==> src/rtl/dss_pkg.sv <==
package dss_pkg;
  typedef enum logic [1:0] {
    ST_IDLE = 2'd0,
    ST_SCAN = 2'd1,
    ST_REQ  = 2'd2,
    ST_RUN  = 2'd3
  } dss_state_e;

  localparam logic CFG_SEL_SKIP = 1'b0;
  localparam logic CFG_SEL_LAST = 1'b1;
endpackage

==> src/rtl/dss_cfg.sv <==
module dss_cfg #(
  parameter int NUM_SLOTS = 32,
  parameter int DATA_W    = 32,
  localparam int IDX_W    = $clog2(NUM_SLOTS)
) (
  input  logic                 clk,
  input  logic                 rst_n,
  input  logic                 we,
  input  logic                 addr,
  input  logic [DATA_W-1:0]    wdata,
  output logic [NUM_SLOTS-1:0] skip_map,
  output logic [IDX_W-1:0]     last_slot
);
  import dss_pkg::*;

  logic [NUM_SLOTS-1:0] skip_d;
  logic [IDX_W-1:0]     last_d;
  logic                 skip_en;
  logic                 last_en;

  always_comb begin
    skip_en = we && (addr == CFG_SEL_SKIP);
    last_en = we && (addr == CFG_SEL_LAST);
    skip_d  = wdata[NUM_SLOTS-1:0];
    last_d  = wdata[IDX_W-1:0];
  end

  always_ff @(posedge clk or negedge rst_n) begin
    if (!rst_n) begin
      skip_map <= '0;
    end else if (skip_en) begin
      skip_map <= skip_d;
    end
  end

  always_ff @(posedge clk or negedge rst_n) begin
    if (!rst_n) begin
      last_slot <= IDX_W'(NUM_SLOTS - 1);
    end else if (last_en) begin
      last_slot <= last_d;
    end
  end

  // a write updates exactly the selected register
  a_r8_skip_write: assert property (@(posedge clk) disable iff (!rst_n)
    (we && addr == CFG_SEL_SKIP) |=> skip_map == $past(wdata[NUM_SLOTS-1:0]));
  a_r8_last_hold: assert property (@(posedge clk) disable iff (!rst_n)
    (we && addr == CFG_SEL_SKIP) |=> $stable(last_slot));
endmodule

==> src/rtl/dss_valid.sv <==
module dss_valid #(
  parameter int NUM_SLOTS = 32,
  localparam int IDX_W    = $clog2(NUM_SLOTS)
) (
  input  logic                 clk,
  input  logic                 rst_n,
  input  logic                 load_en,
  input  logic [NUM_SLOTS-1:0] load_vec,
  input  logic                 clr_en,
  input  logic [IDX_W-1:0]     clr_idx,
  output logic [NUM_SLOTS-1:0] valid_q
);
  logic [NUM_SLOTS-1:0] valid_d;
  logic [NUM_SLOTS-1:0] clr_mask;
  logic                 upd_en;

  for (genvar i = 0; i < NUM_SLOTS; i++) begin : g_clr
    assign clr_mask[i] = clr_en && (clr_idx == IDX_W'(i));
  end

  always_comb begin
    upd_en  = load_en || clr_en;
    valid_d = (load_en ? load_vec : valid_q) & ~clr_mask;
  end

  always_ff @(posedge clk or negedge rst_n) begin
    if (!rst_n) begin
      valid_q <= '0;
    end else if (upd_en) begin
      valid_q <= valid_d;
    end
  end

  // a clear always wins over a load on the same slot
  a_r9_clear_wins: assert property (@(posedge clk) disable iff (!rst_n)
    clr_en |=> !valid_q[$past(clr_idx)]);
endmodule

==> src/rtl/dss_pick.sv <==
module dss_pick #(
  parameter int NUM_SLOTS = 32,
  localparam int IDX_W    = $clog2(NUM_SLOTS)
) (
  input  logic [NUM_SLOTS-1:0] valid,
  input  logic [NUM_SLOTS-1:0] skip,
  input  logic [IDX_W-1:0]     pos,
  input  logic [IDX_W-1:0]     last,
  output logic                 found,
  output logic [IDX_W-1:0]     idx
);
  logic [NUM_SLOTS-1:0] elig;

  for (genvar i = 0; i < NUM_SLOTS; i++) begin : g_elig
    assign elig[i] = valid[i] && !skip[i] &&
                     (IDX_W'(i) >= pos) && (IDX_W'(i) <= last);
  end

  always_comb begin
    found = 1'b0;
    idx   = '0;
    for (int i = NUM_SLOTS - 1; i >= 0; i--) begin
      if (elig[i]) begin
        found = 1'b1;
        idx   = IDX_W'(i);
      end
    end
  end
endmodule

==> src/rtl/dss_top.sv <==
module dss_top #(
  parameter int NUM_SLOTS = 32,
  parameter int DATA_W    = 32,
  localparam int IDX_W    = $clog2(NUM_SLOTS)
) (
  input  logic                 clk,
  input  logic                 rst_n,
  input  logic                 sched_tick,
  input  logic                 cfg_we,
  input  logic                 cfg_addr,
  input  logic [DATA_W-1:0]    cfg_wdata,
  input  logic                 vld_load,
  input  logic [NUM_SLOTS-1:0] vld_vec,
  output logic [NUM_SLOTS-1:0] slot_valid,
  output logic                 req,
  output logic [IDX_W-1:0]     req_slot,
  input  logic                 gnt,
  input  logic                 cmpl,
  input  logic [IDX_W-1:0]     cmpl_slot,
  output logic                 done,
  output logic [IDX_W-1:0]     done_slot
);
  import dss_pkg::*;

  localparam logic [IDX_W-1:0] TOP_IDX = IDX_W'(NUM_SLOTS - 1);

  dss_state_e           state_q, state_d;
  logic [IDX_W-1:0]     pos_q, pos_d;
  logic [IDX_W-1:0]     cur_q, cur_d;
  logic                 done_d;
  logic [IDX_W-1:0]     done_slot_d;
  logic [NUM_SLOTS-1:0] skip_map;
  logic [IDX_W-1:0]     last_slot;
  logic                 pick_found;
  logic [IDX_W-1:0]     pick_idx;
  logic                 cmpl_ok;
  logic                 pass_end;
  logic                 done_en;

  dss_cfg #(.NUM_SLOTS(NUM_SLOTS), .DATA_W(DATA_W)) u_cfg (
    .clk       (clk),
    .rst_n     (rst_n),
    .we        (cfg_we),
    .addr      (cfg_addr),
    .wdata     (cfg_wdata),
    .skip_map  (skip_map),
    .last_slot (last_slot)
  );

  dss_valid #(.NUM_SLOTS(NUM_SLOTS)) u_valid (
    .clk      (clk),
    .rst_n    (rst_n),
    .load_en  (vld_load),
    .load_vec (vld_vec),
    .clr_en   (cmpl_ok),
    .clr_idx  (cur_q),
    .valid_q  (slot_valid)
  );

  dss_pick #(.NUM_SLOTS(NUM_SLOTS)) u_pick (
    .valid (slot_valid),
    .skip  (skip_map),
    .pos   (pos_q),
    .last  (last_slot),
    .found (pick_found),
    .idx   (pick_idx)
  );

  always_comb begin
    cmpl_ok  = (state_q == ST_RUN) && cmpl && (cmpl_slot == cur_q);
    pass_end = (cur_q == last_slot) || (cur_q == TOP_IDX);
  end

  always_comb begin
    state_d     = state_q;
    pos_d       = pos_q;
    cur_d       = cur_q;
    done_d      = 1'b0;
    done_slot_d = done_slot;
    unique case (state_q)
      ST_IDLE: begin
        if (sched_tick) begin
          state_d = ST_SCAN;
          pos_d   = '0;
        end
      end
      ST_SCAN: begin
        if (pick_found) begin
          state_d = ST_REQ;
          cur_d   = pick_idx;
        end else begin
          state_d = ST_IDLE;
        end
      end
      ST_REQ: begin
        if (gnt) begin
          state_d = ST_RUN;
        end
      end
      ST_RUN: begin
        if (cmpl_ok) begin
          done_d      = 1'b1;
          done_slot_d = cur_q;
          pos_d       = cur_q + 1'b1;
          state_d     = pass_end ? ST_IDLE : ST_SCAN;
        end
      end
      default: state_d = ST_IDLE;
    endcase
  end

  assign done_en = done_d || done;

  always_ff @(posedge clk or negedge rst_n) begin
    if (!rst_n) begin
      state_q <= ST_IDLE;
      pos_q   <= '0;
      cur_q   <= '0;
    end else begin
      state_q <= state_d;
      pos_q   <= pos_d;
      cur_q   <= cur_d;
    end
  end

  always_ff @(posedge clk or negedge rst_n) begin
    if (!rst_n) begin
      done      <= 1'b0;
      done_slot <= '0;
    end else if (done_en) begin
      done      <= done_d;
      done_slot <= done_slot_d;
    end
  end

  assign req      = (state_q == ST_REQ);
  assign req_slot = cur_q;

  // an offer is held steady until it is granted
  a_r4_req_hold: assert property (@(posedge clk) disable iff (!rst_n)
    (req && !gnt) |=> (req && $stable(req_slot)));
  a_r4_req_drop: assert property (@(posedge clk) disable iff (!rst_n)
    (req && gnt) |=> !req);
  // done follows a completion and leaves the slot invalid
  a_r5_done_cause: assert property (@(posedge clk) disable iff (!rst_n)
    done |-> $past(cmpl));
  a_r5_done_clears: assert property (@(posedge clk) disable iff (!rst_n)
    done |-> !slot_valid[done_slot]);
  a_r5_done_single: assert property (@(posedge clk) disable iff (!rst_n)
    done |=> !done);
  // a stray completion while an offer is pending has no effect
  a_r5_no_done_on_req: assert property (@(posedge clk) disable iff (!rst_n)
    req |=> !done);
  // nothing is offered while a completion is being reported
  a_r6_no_overlap: assert property (@(posedge clk) disable iff (!rst_n)
    !(req && done));
endmodule

==> config.mk <==
export PLATFORM = sky130hd
export DESIGN_NAME = dss_top
export DESIGN_NICKNAME = d
export VERILOG_FILES = /design/src/rtl/dss_pkg.sv /design/src/rtl/dss_cfg.sv /design/src/rtl/dss_valid.sv /design/src/rtl/dss_pick.sv /design/src/rtl/dss_top.sv
export SDC_FILE = /design/constraint.sdc
export NUM_CORES = 1
export LEC_CHECK = 0
export BUFFER_PORTS_ARGS = -buffer_cell sky130_fd_sc_hd__buf_2
export CAP_MARGIN = 20
export CORE_AREA = 2 2 95 166
export DETAILED_ROUTE_END_ITERATION = 8
export DIE_AREA = 0 0 97 168
export GPL_TIMING_DRIVEN = 1
export SYNTH_ARGS = -nofsm -noshare
export SYNTH_HDL_FRONTEND = slang
export SYNTH_SLANG_ARGS = --single-unit
==> constraint.sdc <==
create_clock -name clk -period 4.6 [get_ports clk]
set_input_delay 0.23 -clock clk [delete_from_list [all_inputs] [get_ports clk]]
set_output_delay 0.23 -clock clk [all_outputs]
set_load 0.01 [all_outputs]
### Word-level counts from Yosys, hierarchy flattened

Index checks and enable logic that the tools add are counted.
Widths: inputs -> output; s select.

| word-level totals | value |
|---|---|
| bits in read-only memories | 0 |
| register bits | 87 |
| bits in latches | 0 |
| memory bits (writable) | 0 |
| memories | 0 |

| operators by class | value |
|---|---|
| muxes and demuxes | 76 |
| $add $sub $neg | 1 |
| order comparisons | 64 |
| multipliers | 0 |
| shift-type cells | 0 |
| bitwise operators | 3 |
| reduce and logical (&&, ||, !) cells | 174 |
| equality and inequality tests | 39 |
| div/mod/pow operators | 0 |

Operators with widths:

| kind | number |
|---|---|
| $mux 5 | 34 |
| $logic_and 1x1->1 | 132 |
| $eq 5x5->1 const B | 16 |
| $ge 5x5->1 const A | 16 |
| $le 5x5->1 const A | 16 |
| $eq 5x4->1 const B | 8 |
| $ge 4x5->1 const A | 8 |
| $le 4x5->1 const A | 8 |
| $mux 1 | 35 |
| $and 32x32->32 | 1 |
| $logic_not 1->1 | 32 |
| $mux 32 | 1 |
| $not 32->32 | 1 |
| $eq 5x3->1 const B | 4 |
| $ge 3x5->1 const A | 4 |
| $le 3x5->1 const A | 4 |
| $eq 5x2->1 const B | 2 |
| $eq 5x5->1 | 2 |
| $ge 1x5->1 const A | 2 |
| $ge 2x5->1 const A | 2 |
| $le 1x5->1 const A | 2 |
| $le 2x5->1 const A | 2 |
| $pmux 5 s2 | 1 |
| $reduce_and 3->1 | 3 |
| other kinds (14) | 21 |

### Logic depth before layout (Yosys ltp)

| logic depth | value |
|---|---|
| depth in word-level cells | 38 |
| gate-level depth with buffers | 9 |

### By module

From an unflattened synthesis, not the netlist that was laid out.

| second synthesis, totals | value |
|---|---|
| cells, all modules | 499 |
| area total of the unflattened synthesis | 5564.1 um2 |

Modules (own cells, without submodules):

| module | cells each | area an instance (um2) | instances |
|---|---|---|---|
| dss_cfg | 80 | 1550.2 | 1 |
| dss_valid | 118 | 1535.2 | 1 |
| dss_pick | 212 | 1415.1 | 1 |
| dss_top | 89 | 1063.5 | 1 |

### Worst setup path after synthesis

OpenSTA, ideal clock, no wires.

| path | value |
|---|---|
| path type | register to register |
| start | register u_cfg.last_slot[0] |
| end | register cur_q[2], in the netlist req_slot[2] |
| setup slack | 2.158 ns |
| required time | 4.475 ns |
| stages on the path, launching flop included | 9 |
| data arrival time | 2.317 ns |
| library setup time | 0.125 ns |
| cell sequence | dfstp_2 > buf_2 > nor4_1 > a2111oi_0 > o41ai_2 > and3_1 > nand3b_2 > o41a_1 > mux2_4 |

| between the ends | value |
|---|---|
| word-level cells in the longest chain between the ends | 35 |
| elaborated cells on any way between the ends | 129 |
| those cells by class | order compare (32); mux (64); reduce/logical (33) |

RTL lines:

| what | RTL line | RTL |
|---|---|---|
| from (decl) | dss_cfg.sv:12 | `output logic [IDX_W-1:0] last_slot` |
| from (signal assigned) | dss_cfg.sv:38 | `last_slot <= IDX_W'(NUM_SLOTS - 1);` |
| from (signal assigned) | dss_cfg.sv:40 | `last_slot <= last_d;` |
| $le 5x5->1 | dss_pick.sv:16 | `(IDX_W'(i) >= pos) && (IDX_W'(i) <= last);` |
| $logic_and 1x1->1 | dss_pick.sv:16 |  |
| $mux 1 (32 in series) | dss_pick.sv:23 | `if (elig[i]) begin` |
| $reduce_and 2->1 (no source line) | n/a |  |
| to (signal assigned) | dss_top.sv:122 | `cur_q <= cur_d;` |
| to (decl) | dss_top.sv:29 | `logic [IDX_W-1:0] cur_q, cur_d;` |

Several ways; a longest one is shown, not always the timed one.
A chain may end at the register's enable or synchronous reset.

### Final worst setup path

| path | value |
|---|---|
| start | register pos_q[4] |
| end | register cur_q[2], in the netlist req_slot[2] |

| between the ends | value |
|---|---|
| word-level cells in the longest chain between the ends | 36 |
| elaborated cells on any way between the ends | 161 |
| those cells by class | order compare (32); mux (64); reduce/logical (65) |

RTL lines:

| what | RTL line | RTL |
|---|---|---|
| from (decl) | dss_top.sv:28 | `logic [IDX_W-1:0] pos_q, pos_d;` |
| from (signal assigned) | dss_top.sv:121 | `pos_q <= pos_d;` |
| $ge 5x5->1 | dss_pick.sv:16 |  |
| $logic_and 1x1->1 | dss_pick.sv:15 | `assign elig[i] = valid[i] && !skip[i] &&` |
| $logic_and 1x1->1 | dss_pick.sv:16 |  |
| $mux 1 (32 in series) | dss_pick.sv:23 |  |
| $reduce_and 2->1 (no source line) | n/a |  |

Several ways; a longest one is shown, not always the timed one.

==> impl_metrics.toml <==
[floorplan]
die-area_um2 = 16300
rows = 60
ios = 121
die_y_um = 168
core-area_um2 = 15100
dieWidth_um = 97
initial_core_util = 0.343

[sta]
finClkSkew_ns = 0.00929
setup_viol = 0
fmax_ghz = 0.334
slew_headroom = 0.323
slew_violations = 0
hold_viol_final = 0
rsz0062_at_grt = "false"
fin_hold_ws_ns = 0.0897
fin_tns_setup_ns = 0
min_period_ns = 2.99
fin_crit_sh = 0.651
tightest_slew_ns = 1.02

[synthesis]
syn_nets = 590
ys_seq_area_frac = 0.422
ys_ff_latch = 87
yosysTopAreaCellShare = 0.397
yosys.area.top_type = "dfrtp_1"
syn_inst = 507
syn_avg_cell_area_um2 = 10.2
async_reset_ff_frac = 1.00
synth_edf_count = 0
yosys_warnings = 0
synth_area_leaders = "dfrtp_1 (40%), mux2_2 (8.5%), mux2i_1 (6.8%)"
synth.distinct_cells = 79
synth_area_um2 = 5170
synth_flop_cell = "dfrtp_1"

[global_routing]
grt_pass1_vias = 4674
grt.overflow.total = 0
grt_max_degree = 88
grt_use_total = 0.217
grt_pass1_wl_mm = 27.0
grt_antenna_before_repair = 0

[detailed_routing]
drtPass1Iterations = 5
drtIter0Drc = 516
wire_per_inst_um = 22.4
drc = 0
drtAntennaViolNets = 0
wl_mm = 17.9
viasPerCell = 5.74
vias = 4595

[placed_design]
portBuffers = 120
dp.cells = 781
dpl.hpwl_mm = 13.8
globalplace.congestion = 0.936

[cts]
clock_latency_ns = 0.35
numCtsBuffers = 9
clockBufferDepth = 2
clk_pin_slew_ns = 0.06
cts_setup_buffers = 0
cts.sinks = 87
clockRootBuffer = "clkbuf_16"
cts_tree = "done"
cts.htree.levels = 3

[critical_path]
end_kind = "register"
max_stage_delay_ns = 0.91
worst-path-max-fanout = 25
cp-start-kind = "register"
r2r_slack_ns = 1.61
path_buf_inv = 0
r2r_start = "pos_q[4]"
crit_required_ns = 4.83
arrival_ns = 3.22
worstSetupStartpoint = "pos_q[4]"
critPathSlowestCell = "dfrtp_1"
r2r_cells = 7
crit_chain = "o22ai_2 > and4b_4 > o41ai_2 > and3_1 > nand3b_2 > o41a_1 > mux2_4"
worstSetupPathType = "reg2reg"
r2r_end = "req_slot[2]"
crit_family = "compound AO/OA/AOI/OAI gates"

[cells_and_area]
fillers = 1520
drive_above_1_share = 0.337
final_cells = 800
antennaDiodeCount = 0
nets = 692
synthToLayoutAreaGrowth_pct = 20.0

[power_and_ir_drop]
power.density_nw_per_um2 = 460
peakVddDrop_uv = 179
leakage_nw = 2.82

[min_path]
holdPathStages = 3
min_to = "u_cfg.skip_map[14]"
worst_hold_path_type = "in2reg"
min-delay-start = "cfg_wdata[14]"

[run_status]
status = "complete, no violations"

[job]
maxCapViolations = 0
==> routing by layer <==
layer	GRT usage	vias up	routed length, µm
met5	0	-	0
met4	0.152	0	1240
met3	0.0320	59	725
met2	0.389	175	9510
met1	0.231	2260	6440
li1	-	2101	-
==> through the flow <==
step	worst slack [ns]	area [µm²]	power, mW	util
2_1_floorplan	2.16	5170	1.76	-
3_3_place_gp	1.75	5870	2.13	0.389
3_5_place_dp	1.66	5870	2.15	0.389
4_1_cts	1.63	6160	2.87	0.408
5_1_grt	1.44	6210	3.02	0.411
6_report	1.61	6210	2.86	0.411
==> state kept, by name, indices dropped and copies added (netlist names), named ones only <==
name / cells
u_cfg.skip_map: 32
u_valid.valid_q: 32
done_slot: 5
pos_q: 5
req_slot: 5
u_cfg.last_slot: 5
done: 1
state_q: 1
==> timing repair <==
item,CTS,global route
endpoints found under the setup margin,0,0
endpoints found under the hold margin,0,34
gates resized for setup,0,0
hold buffers,0,1
==> cell type report <==
cell class                      count  area, µm²  area share
Inverter                           12       45.0     0.00726
Tap cell                          186        233      0.0375
Timing Repair Buffer              125        667       0.107
Clock inverter                      6       52.6     0.00847
Clock buffer                       10        239      0.0385
Sequential cell                    87       2180       0.352
Multi-Input combinational cell    374       2790       0.449
==> logic make-up after synthesis <==
family	after synthesis	synth area share
AND/OR/NAND/NOR	149	0.171
AO/OA/AOI/OAI	132	0.175
flip-flops	87	0.422
multiplexers	75	0.156
buffers and inverters	46	0.0409
XOR/XNOR	12	0.0203
adder cells (fa/ha/maj)	6	0.0145
==> worst max-delay path by stage <==
| stage | to | slack (ns) | cells past startpoint |
|---|---|---|---|
| finish | req_slot[2] | 1.61 | 7 |
| global route | req_slot[2] | 1.44 | 7 |
| CTS | req_slot[2] | 1.63 | 7 |
| detailed placement | req_slot[2] | 1.66 | 7 |
| global placement | req_slot[2] | 1.75 | 7 |
| floorplan | req_slot[2] | 2.16 | 8 |
==> cell usage after synthesis, types with 6 or more instances <==
master / count
and2_1: 9
buf_2: 16
nor2_1: 18
nand2b_1: 7
mux2_2: 39
dfrtp_1: 82
nor4_1: 6
nand2_1: 26
buf_1: 6
ha_1: 6
a21o_1: 6
nor2b_1: 10
a31oi_1: 10
nand3_1: 22
a21oi_1: 41
mux2i_1: 35
clkbuf_1: 9
nor3_1: 6
xnor2_1: 8
o21ai_0: 24
inv_1: 12
==> worst register-to-register path, delay by kind of cell (launching register included) <==
kind	cells	cell delay (ns)
AO/OA/AOI/OAI	3	1.00
flip-flops	1	0.91
multiplexers	1	0.31
AND/OR/NAND/NOR	3	0.67
==> cell usage in the layout, fill, tap and decap left out, drive strengths merged, types with 7 or more instances in the layout <==
cell type,count
nand2b,7
nor2,18
inv,14
o21ai,24
mux2i,35
dfrtp,82
buf,124
xnor2,8
clkbuf,10
mux2,40
and2,10
nand2,27
nor2b,10
a31oi,10
a21oi,42
nor3,10
nand3,22
==> power by group <==
part	internal [mW]	leakage, nW	switching (mW)
registers	0.897	1.04	0.289
clock network	0.388	0.137	0.325
logic	0.417	1.65	0.542
Power figures use the tool's default switching activity.
